--- src/rtl/txStatPkg.sv ---
package txStatPkg;

  localparam int STATUS_W     = 9;
  localparam int EXC_COLL_BIT = 8;
  localparam int CNT_LSB      = 3;
  localparam int CNT_FIELD_W  = 4;
  localparam int EXC_DEF_BIT  = 2;
  localparam int DEFERRED_BIT = 0;

  // Strobes from control to datapath, one per cycle.
  typedef struct packed {
    logic clearAll;
    logic countColl;
    logic countDefer;
    logic markDeferred;
    logic latchStatus;
    logic excColl;
    logic excDefer;
  } txStatStrobes_t;

endpackage

--- src/rtl/txStatCtrl.sv ---
module txStatCtrl
  import txStatPkg::*;
(
  input  logic           clk,
  input  logic           rst,
  input  logic           pktStart,
  input  logic           collPulse,
  input  logic           deferIn,
  input  logic           bitTick,
  input  logic           deferChkEn,
  input  logic           txOkPulse,
  input  logic           collAtLimit,
  input  logic           deferOver,
  output txStatStrobes_t strobes
);

  logic active;
  logic live;
  logic endColl;
  logic endDefer;
  logic endOk;
  logic anyEnd;

  // Events only count inside a packet and not in a start cycle.
  assign live     = active && !pktStart;
  assign endColl  = live && collPulse && collAtLimit;
  assign endDefer = live && deferChkEn && deferOver && !endColl;
  assign endOk    = live && txOkPulse && !endColl && !endDefer;
  assign anyEnd   = endColl || endDefer || endOk;

  always_ff @(posedge clk) begin
    if (rst) begin
      active <= 1'b0;
    end else if (pktStart) begin
      active <= 1'b1;
    end else if (anyEnd) begin
      active <= 1'b0;
    end
  end

  always_comb begin
    strobes              = '0;
    strobes.clearAll     = pktStart;
    strobes.countColl    = live && collPulse;
    strobes.countDefer   = live && deferIn && bitTick;
    strobes.markDeferred = live && deferIn;
    strobes.latchStatus  = anyEnd;
    strobes.excColl      = endColl;
    strobes.excDefer     = endDefer;
  end

endmodule

--- src/rtl/txStatData.sv ---
module txStatData
  import txStatPkg::*;
#(
  parameter int COLL_LIMIT  = 16,
  parameter int DEFER_LIMIT = 24288
) (
  input  logic                clk,
  input  logic                rst,
  input  txStatStrobes_t      strobes,
  output logic                collAtLimit,
  output logic                deferOver,
  output logic                statusValid,
  output logic [STATUS_W-1:0] statusWord
);

  localparam int COLL_W = $clog2(COLL_LIMIT);
  localparam int DEF_W  = $clog2(DEFER_LIMIT + 2);

  logic [COLL_W-1:0]   collCount;
  logic [DEF_W-1:0]    deferTimer;
  logic                deferredFlag;
  logic [STATUS_W-1:0] nextStatus;

  assign collAtLimit = (collCount == COLL_W'(COLL_LIMIT - 1));
  assign deferOver   = (deferTimer > DEF_W'(DEFER_LIMIT));

  always_comb begin
    nextStatus = '0;
    nextStatus[EXC_COLL_BIT] = strobes.excColl;
    nextStatus[CNT_LSB +: CNT_FIELD_W] =
      strobes.excColl ? '0 : CNT_FIELD_W'(collCount);
    nextStatus[EXC_DEF_BIT]  = strobes.excDefer;
    nextStatus[DEFERRED_BIT] = deferredFlag;
  end

  always_ff @(posedge clk) begin
    if (rst) begin
      collCount    <= '0;
      deferTimer   <= '0;
      deferredFlag <= 1'b0;
    end else if (strobes.clearAll) begin
      collCount    <= '0;
      deferTimer   <= '0;
      deferredFlag <= 1'b0;
    end else begin
      if (strobes.countColl) begin
        collCount <= collCount + 1'b1;
      end
      // Saturate one step past the limit.
      if (strobes.countDefer && !deferOver) begin
        deferTimer <= deferTimer + 1'b1;
      end
      if (strobes.markDeferred) begin
        deferredFlag <= 1'b1;
      end
    end
  end

  always_ff @(posedge clk) begin
    if (rst) begin
      statusValid <= 1'b0;
      statusWord  <= '0;
    end else begin
      statusValid <= strobes.latchStatus;
      if (strobes.latchStatus) begin
        statusWord <= nextStatus;
      end
    end
  end

endmodule

--- src/rtl/txStatusTracker.sv ---
module txStatusTracker
  import txStatPkg::*;
#(
  parameter int COLL_LIMIT  = 16,
  parameter int DEFER_LIMIT = 24288
) (
  input  logic       clk,
  input  logic       rst,
  input  logic       pktStart,
  input  logic       collPulse,
  input  logic       deferIn,
  input  logic       bitTick,
  input  logic       deferChkEn,
  input  logic       txOkPulse,
  output logic       statusValid,
  output logic [8:0] statusWord
);

  txStatStrobes_t strobes;
  logic           collAtLimit;
  logic           deferOver;

  txStatCtrl u_ctrl (
    .clk        (clk),
    .rst        (rst),
    .pktStart   (pktStart),
    .collPulse  (collPulse),
    .deferIn    (deferIn),
    .bitTick    (bitTick),
    .deferChkEn (deferChkEn),
    .txOkPulse  (txOkPulse),
    .collAtLimit(collAtLimit),
    .deferOver  (deferOver),
    .strobes    (strobes)
  );

  txStatData #(
    .COLL_LIMIT (COLL_LIMIT),
    .DEFER_LIMIT(DEFER_LIMIT)
  ) u_data (
    .clk        (clk),
    .rst        (rst),
    .strobes    (strobes),
    .collAtLimit(collAtLimit),
    .deferOver  (deferOver),
    .statusValid(statusValid),
    .statusWord (statusWord)
  );

endmodule

--- config.mk ---
export PLATFORM = sky130hd
export DESIGN_NAME = txStatusTracker
export DESIGN_NICKNAME = d
export VERILOG_FILES = /design/src/rtl/txStatPkg.sv /design/src/rtl/txStatCtrl.sv /design/src/rtl/txStatData.sv /design/src/rtl/txStatusTracker.sv
export SDC_FILE = /design/constraint.sdc
export NUM_CORES = 1
export LEC_CHECK = 0
export ABC_CLOCK_PERIOD_IN_PS = 2300
export CAP_MARGIN = 25
export CORE_UTILIZATION = 40
export DETAILED_ROUTE_END_ITERATION = 8
export PLACE_DENSITY_LB_ADDON = 0.3
export SKIP_CTS_REPAIR_TIMING = 1
export SLEW_MARGIN = 0
export SYNTH_ARGS = -nofsm -noshare
export SYNTH_HDL_FRONTEND = slang
export SYNTH_SLANG_ARGS = --single-unit
--- constraint.sdc ---
create_clock -name clk -period 2.3 [get_ports clk]
set_clock_uncertainty 0.2 [all_clocks]
set_input_delay 0.46 -clock clk [delete_from_list [all_inputs] [get_ports clk]]
set_output_delay 0.46 -clock clk [all_outputs]
set_load 0.1 [all_outputs]
After elaboration in Yosys (flattened, before gate mapping)

Index checks and enable logic that the tools add are counted.

$add $sub $neg: 2
$mul: 0
Divide/modulo/power cells: 0
Magnitude comparators: 1
Eq/ne operators: 1
Shifts and indexed selects: 0
Mux-type cells: 3
Bitwise gates (word level): 0
Reductions and logical operators: 20

Operator list:

| operator                                                        | number |
|---|---|
| 15-bit by 1-bit adder with 15-bit output, second input constant | 1 |
| 15-bit > comparator, second input constant                      | 1 |
| 1-bit logical AND                                               | 12 |
| 4-bit by 1-bit adder with 4-bit output, second input constant   | 1 |
| 4-bit equality test, second input constant                      | 1 |
| 1-bit zero test                                                 | 4 |
| 4-bit 2-to-1 mux                                                | 1 |
| 1-bit logical OR                                                | 2 |
| 1-bit 2-to-1 mux                                                | 2 |
| 2-bit nonzero test                                              | 1 |
| 2-bit OR reduction                                              | 1 |

Flip-flop bits (word level): 29
Latch bits: 0
Memory bits (writable): 0
Bits in read-only memories: 0
Input bits: 8
Word-level logic and storage cells: 33
Memories kept: 0

Logic depth before layout (Yosys ltp)

Word-level depth: 11
Depth in mapped cells: 8
Gate-level depth less buffers: 7

Modules after synthesis

From an unflattened synthesis, not the netlist that was laid out.

Cells, all modules: 184
Area total of the unflattened synthesis: 1604.0 um2

Modules (own cells, without submodules):

| module     | times used | cells each | area each (um2) | seq. area each (um2) |
|---|---|---|---|---|
| txStatData | 1          | 165        | 1463.9          | 560.5 |
| txStatCtrl | 1          | 19         | 140.1           | 20.0 |

Least setup slack after synthesis

No wires, ideal clock.

Path type: register to register
Start: reg u_data.deferTimer[3]
End: reg u_data.statusWord[0]
Library setup time: 0.116 ns
Arrival: 1.859 ns
Setup slack: 0.125 ns
Cell stages (with the launch flop): 6
Path buffers: 0
Clock period less this slack: 2.175 ns
Path through: dfxtp_1 -> or4_4 -> nor4_4 -> nor3_1 -> o311a_1 -> a31o_1

Cells in the longest elaborated chain, start to end: 6
Elaborated cells between the ends (all ways): 7
Those cells by class: order compare: 1; reduce/logical: 6

Ends and longest elaborated chain:

| element                            | line             | source |
|---|---|---|
| start: declaration                 | txStatData.sv:20 | `logic [DEF_W-1:0] deferTimer;` |
| start signal: assignment           | txStatData.sv:51 | `deferTimer <= deferTimer + 1'b1;` |
| 15-bit > comparator (*)            | txStatData.sv:25 | `assign deferOver = (deferTimer > DEF_W'(DEFER_LIMIT));` |
| 1-bit logical AND (*) (2 in a row) | txStatCtrl.sv:27 | `assign endDefer = live && deferChkEn && deferOver && !endColl;` |
| 1-bit zero test                    | txStatCtrl.sv:28 | `assign endOk = live && txOkPulse && !endColl && !endDefer;` |
| 1-bit logical AND                  | txStatCtrl.sv:28 |  |
| 1-bit logical OR (*)               | txStatCtrl.sv:29 | `assign anyEnd = endColl \|\| endDefer \|\| endOk;` |
| end signal: assignment             | txStatData.sv:66 | `statusWord <= nextStatus;` |
| end: declaration                   | txStatData.sv:13 | `output logic [STATUS_W-1:0] statusWord` |

Every way passes the cells marked *; elsewhere a longest branch is shown, timed or not.
A chain may end at the register's enable or synchronous reset.

Final worst setup path

Ends and elaborated chain as after synthesis.

==> flow_metrics.tcl <==
set metrics [dict create \
    drv_cap 0 \
    synth.distinct_cells 40 \
    num-fill-cells 320 \
    crit_path_start "u_data.deferTimer[3]$_SDFFE_PP0P_" \
    via_per_inst 5.36 \
    synth_simple_gate_area_share_pct 29.5 \
    rsz0062_at_grt "no" \
    design_area_um2 1760 \
    power_uw 930 \
    synth-xor-area-share_pct 6.89 \
    grt_usage_pct 18.3 \
    ant_nets 0 \
    clockPowerShare_pct 37.9 \
    start_util_pct 41.9 \
    grt_pass1_vias 1163 \
    cp.required_ns 2.32 \
    slew_violations 0 \
    syn_avg_cell_area_um2 8.69 \
    p_seq_share_pct 54.6 \
    grt_start_max_net_pins 12 \
    setup_viol 0 \
    drtIter0Drc 88 \
    p_switching_uw 220 \
    grt_pass1_wl_mm 4.88 \
    r2r_cells 5 \
    cts_tree "yes" \
    outcome "completed" \
    cts_root_buffer "clkbuf_4" \
    dr.pass1.iters 4 \
    synth_cells 161 \
    post_drt_wl_per_cell_um 12.8 \
    p_sw_share_pct 23.7 \
    crit_type "flip-flop to flip-flop" \
    timing.rr.start "u_data.deferTimer[3]$_SDFFE_PP0P_" \
    numCtsBuffers 5 \
    synth_area_leaders "dfxtp_1 42%, nand3_1 5.4%, xor2_1 4.4%, nor2_1 4.0%, nand2_1 3.8%" \
    netlist.top_cell.by_area "dfxtp_1" \
    rr_endpoint "u_data.statusWord[0]$_SDFFE_PP0P_" \
    synth-async-reset-ratio_pct 0 \
    io_pins 18 \
    die_area_um2 3740 \
    pre_cts_slack_ns -0.0554 \
    hpwl_mm 2.40 \
    grt_overflow 0 \
    nets 205 \
    crit_fanout 4 \
    diodes 0 \
    period_minus_slack_ns 2.20 \
    synthMuxAreaShare_pct 0.716 \
    clockBufferDepth 2 \
    syn2layout_area_growth_pct 25.6 \
    finalHoldViolations 0 \
    core_um2 3340 \
    synthTopCellsByCount "29 x dfxtp_1, 15 x nand3_1, 15 x nor2_1" \
    layout-drive-gt1-share_pct 23.6 \
    r2r_slack_ns 0.1 \
    tns_ns 0 \
    die_x_um 61.1 \
    synth-seq-area-share_pct 41.5 \
    cp-end-kind "flip-flop" \
    rows 21 \
    min_path_type "flip-flop to flip-flop" \
    drt_wl_total_mm 3.08 \
    portBuffers 15 \
    synth-edff-count 0 \
    setup_slack_ns 0.0995 \
    synth_compound_area_share_pct 12.8 \
    arrival_ns 2.23 \
    synth_top_family_by_area "simple AND/OR/NAND/NOR gates" \
    synth_top_area_share_pct 41.5 \
    cts.sinks 29 \
    clk_pin_slew_ns 0.09 \
    power.leakage_uw 0.000666 \
    synth_seq_cells 29 \
    die_h_um 61.1 \
    post-route-period-util_pct 95.7 \
    gp_congestion 0.816 \
    combPwrFrac_pct 7.5 \
    internal_power_uw 710 \
    fmax_ghz 0.454 \
    vias 1291 \
    synth_area_um2 1400 \
    synth_ff_type "dfxtp_1" \
    cp-endpoint "u_data.statusWord[0]$_SDFFE_PP0P_" \
    synth_warnings 0 \
    synth_fa_ha_area_share_pct 2.68 \
    clkLatencyLatePin_ns 0.32 \
    h-tree-depth 2 \
    crit_path_start_kind "flip-flop" \
    vdd_ir_drop_max_mv 0.300 \
    antenna_found_initial 0 \
    placed_cell_area_um2 1680 \
    drc 0 \
    synth_most_common_cell "dfxtp_1" \
    power_density_nw_per_um2 529 \
]
## layout make-up
cell class | count | area (µm²) | share of cell area, %
repair buffers | 35 | 280 | 16.0
clock inverters | 1 | 5.00 | 0.285
flip-flops and latches | 29 | 583 | 33.2
well taps | 46 | 57.6 | 3.28
inverters | 4 | 15.0 | 0.855
multi-input cells | 119 | 751 | 42.7
clock buffers | 7 | 65.1 | 3.70
## cells in the final DEF, fill, tap and decap left out, types with 2 or more instances in the layout
master	n
dfxtp_1	27
or4_1	3
nor2_1	15
conb_1	2
nand2_1	14
clkbuf_8	2
xnor2_1	4
o21ai_0	2
nor2b_1	2
or3_1	2
dfxtp_2	2
clkdlybuf4s50_1	7
o211ai_1	6
a21oi_1	8
a31oi_1	2
clkbuf_4	5
nor3_1	4
nand3_1	15
nand4_1	8
ha_1	3
inv_1	3
and2_1	3
xor2_1	7
buf_4	28
## how the worst min path moves through the flow
stage / start / endpoint / slack (ns) / depth (start not counted)
3_3_place_gp: u_data.statusWord[6]$_SDFFE_PP0P_ / u_data.statusWord[6]$_SDFFE_PP0P_ / 0.27 / 2
2_1_floorplan: u_data.deferredFlag$_SDFFE_PP0P_ / u_data.deferredFlag$_SDFFE_PP0P_ / 0.24 / 2
6_report: u_data.statusWord[6]$_SDFFE_PP0P_ / u_data.statusWord[6]$_SDFFE_PP0P_ / 0.28 / 2
4_1_cts: u_data.statusWord[6]$_SDFFE_PP0P_ / u_data.statusWord[6]$_SDFFE_PP0P_ / 0.28 / 2
5_1_grt: u_data.statusWord[6]$_SDFFE_PP0P_ / u_data.statusWord[6]$_SDFFE_PP0P_ / 0.30 / 2
3_5_place_dp: u_data.statusWord[6]$_SDFFE_PP0P_ / u_data.statusWord[6]$_SDFFE_PP0P_ / 0.27 / 2
## power groups by stage
stage,Combinational [µW],Sequential (µW),Clock [µW]
6_report,69.9,507,353
5_1_grt,74.7,508,388
4_1_cts,69.6,507,362
3_5_place_dp,69.4,519,0
3_3_place_gp,68.2,519,0
2_1_floorplan,39.5,522,0
## worst max-delay path, cell delays in order, from the launching register on
cell and delay [ns]:
dfxtp_2 0.33, or4_4 0.54, nor4_4 0.37, nor3_2 0.12, o311a_1 0.36, a31o_1 0.19
## registers in the layout, summed over array words and instances, names as in the netlist
signal	flops
u_data.deferredFlag	1
u_data.deferTimer	15
u_data.collCount	4
u_data.statusValid	1
u_data.statusWord	7
u_ctrl.active	1
## cells by family after synthesis
kind of cell	count (synthesis)
xor+xnor	11
flops	29
mux	1
compound gates	26
other cells	1
simple gates	76
buf+inv	14
fa+ha+maj	3
## metrics by stage
step | util, % | std cells | hold slack [ns]
after floorplan | - | 162 | 0.237
after global routing | 52.6 | 241 | 0.295
after detailed placement | 50.5 | 234 | 0.265
final | 52.6 | 241 | 0.276
after CTS | 52.6 | 242 | 0.278
after global placement | 50.5 | 234 | 0.267
## metal layers
metal | vias to the layer above | global-route usage [%] | part of all wire, %
met5 | - | 0 | 0
met4 | 0 | 8.77 | 1.2
met3 | 4 | 5.04 | 3.7
met2 | 23 | 30.9 | 51
met1 | 621 | 21.3 | 44
li1 | 643 | - | -
No activity file was read; power rests on OpenSTA's default activity.
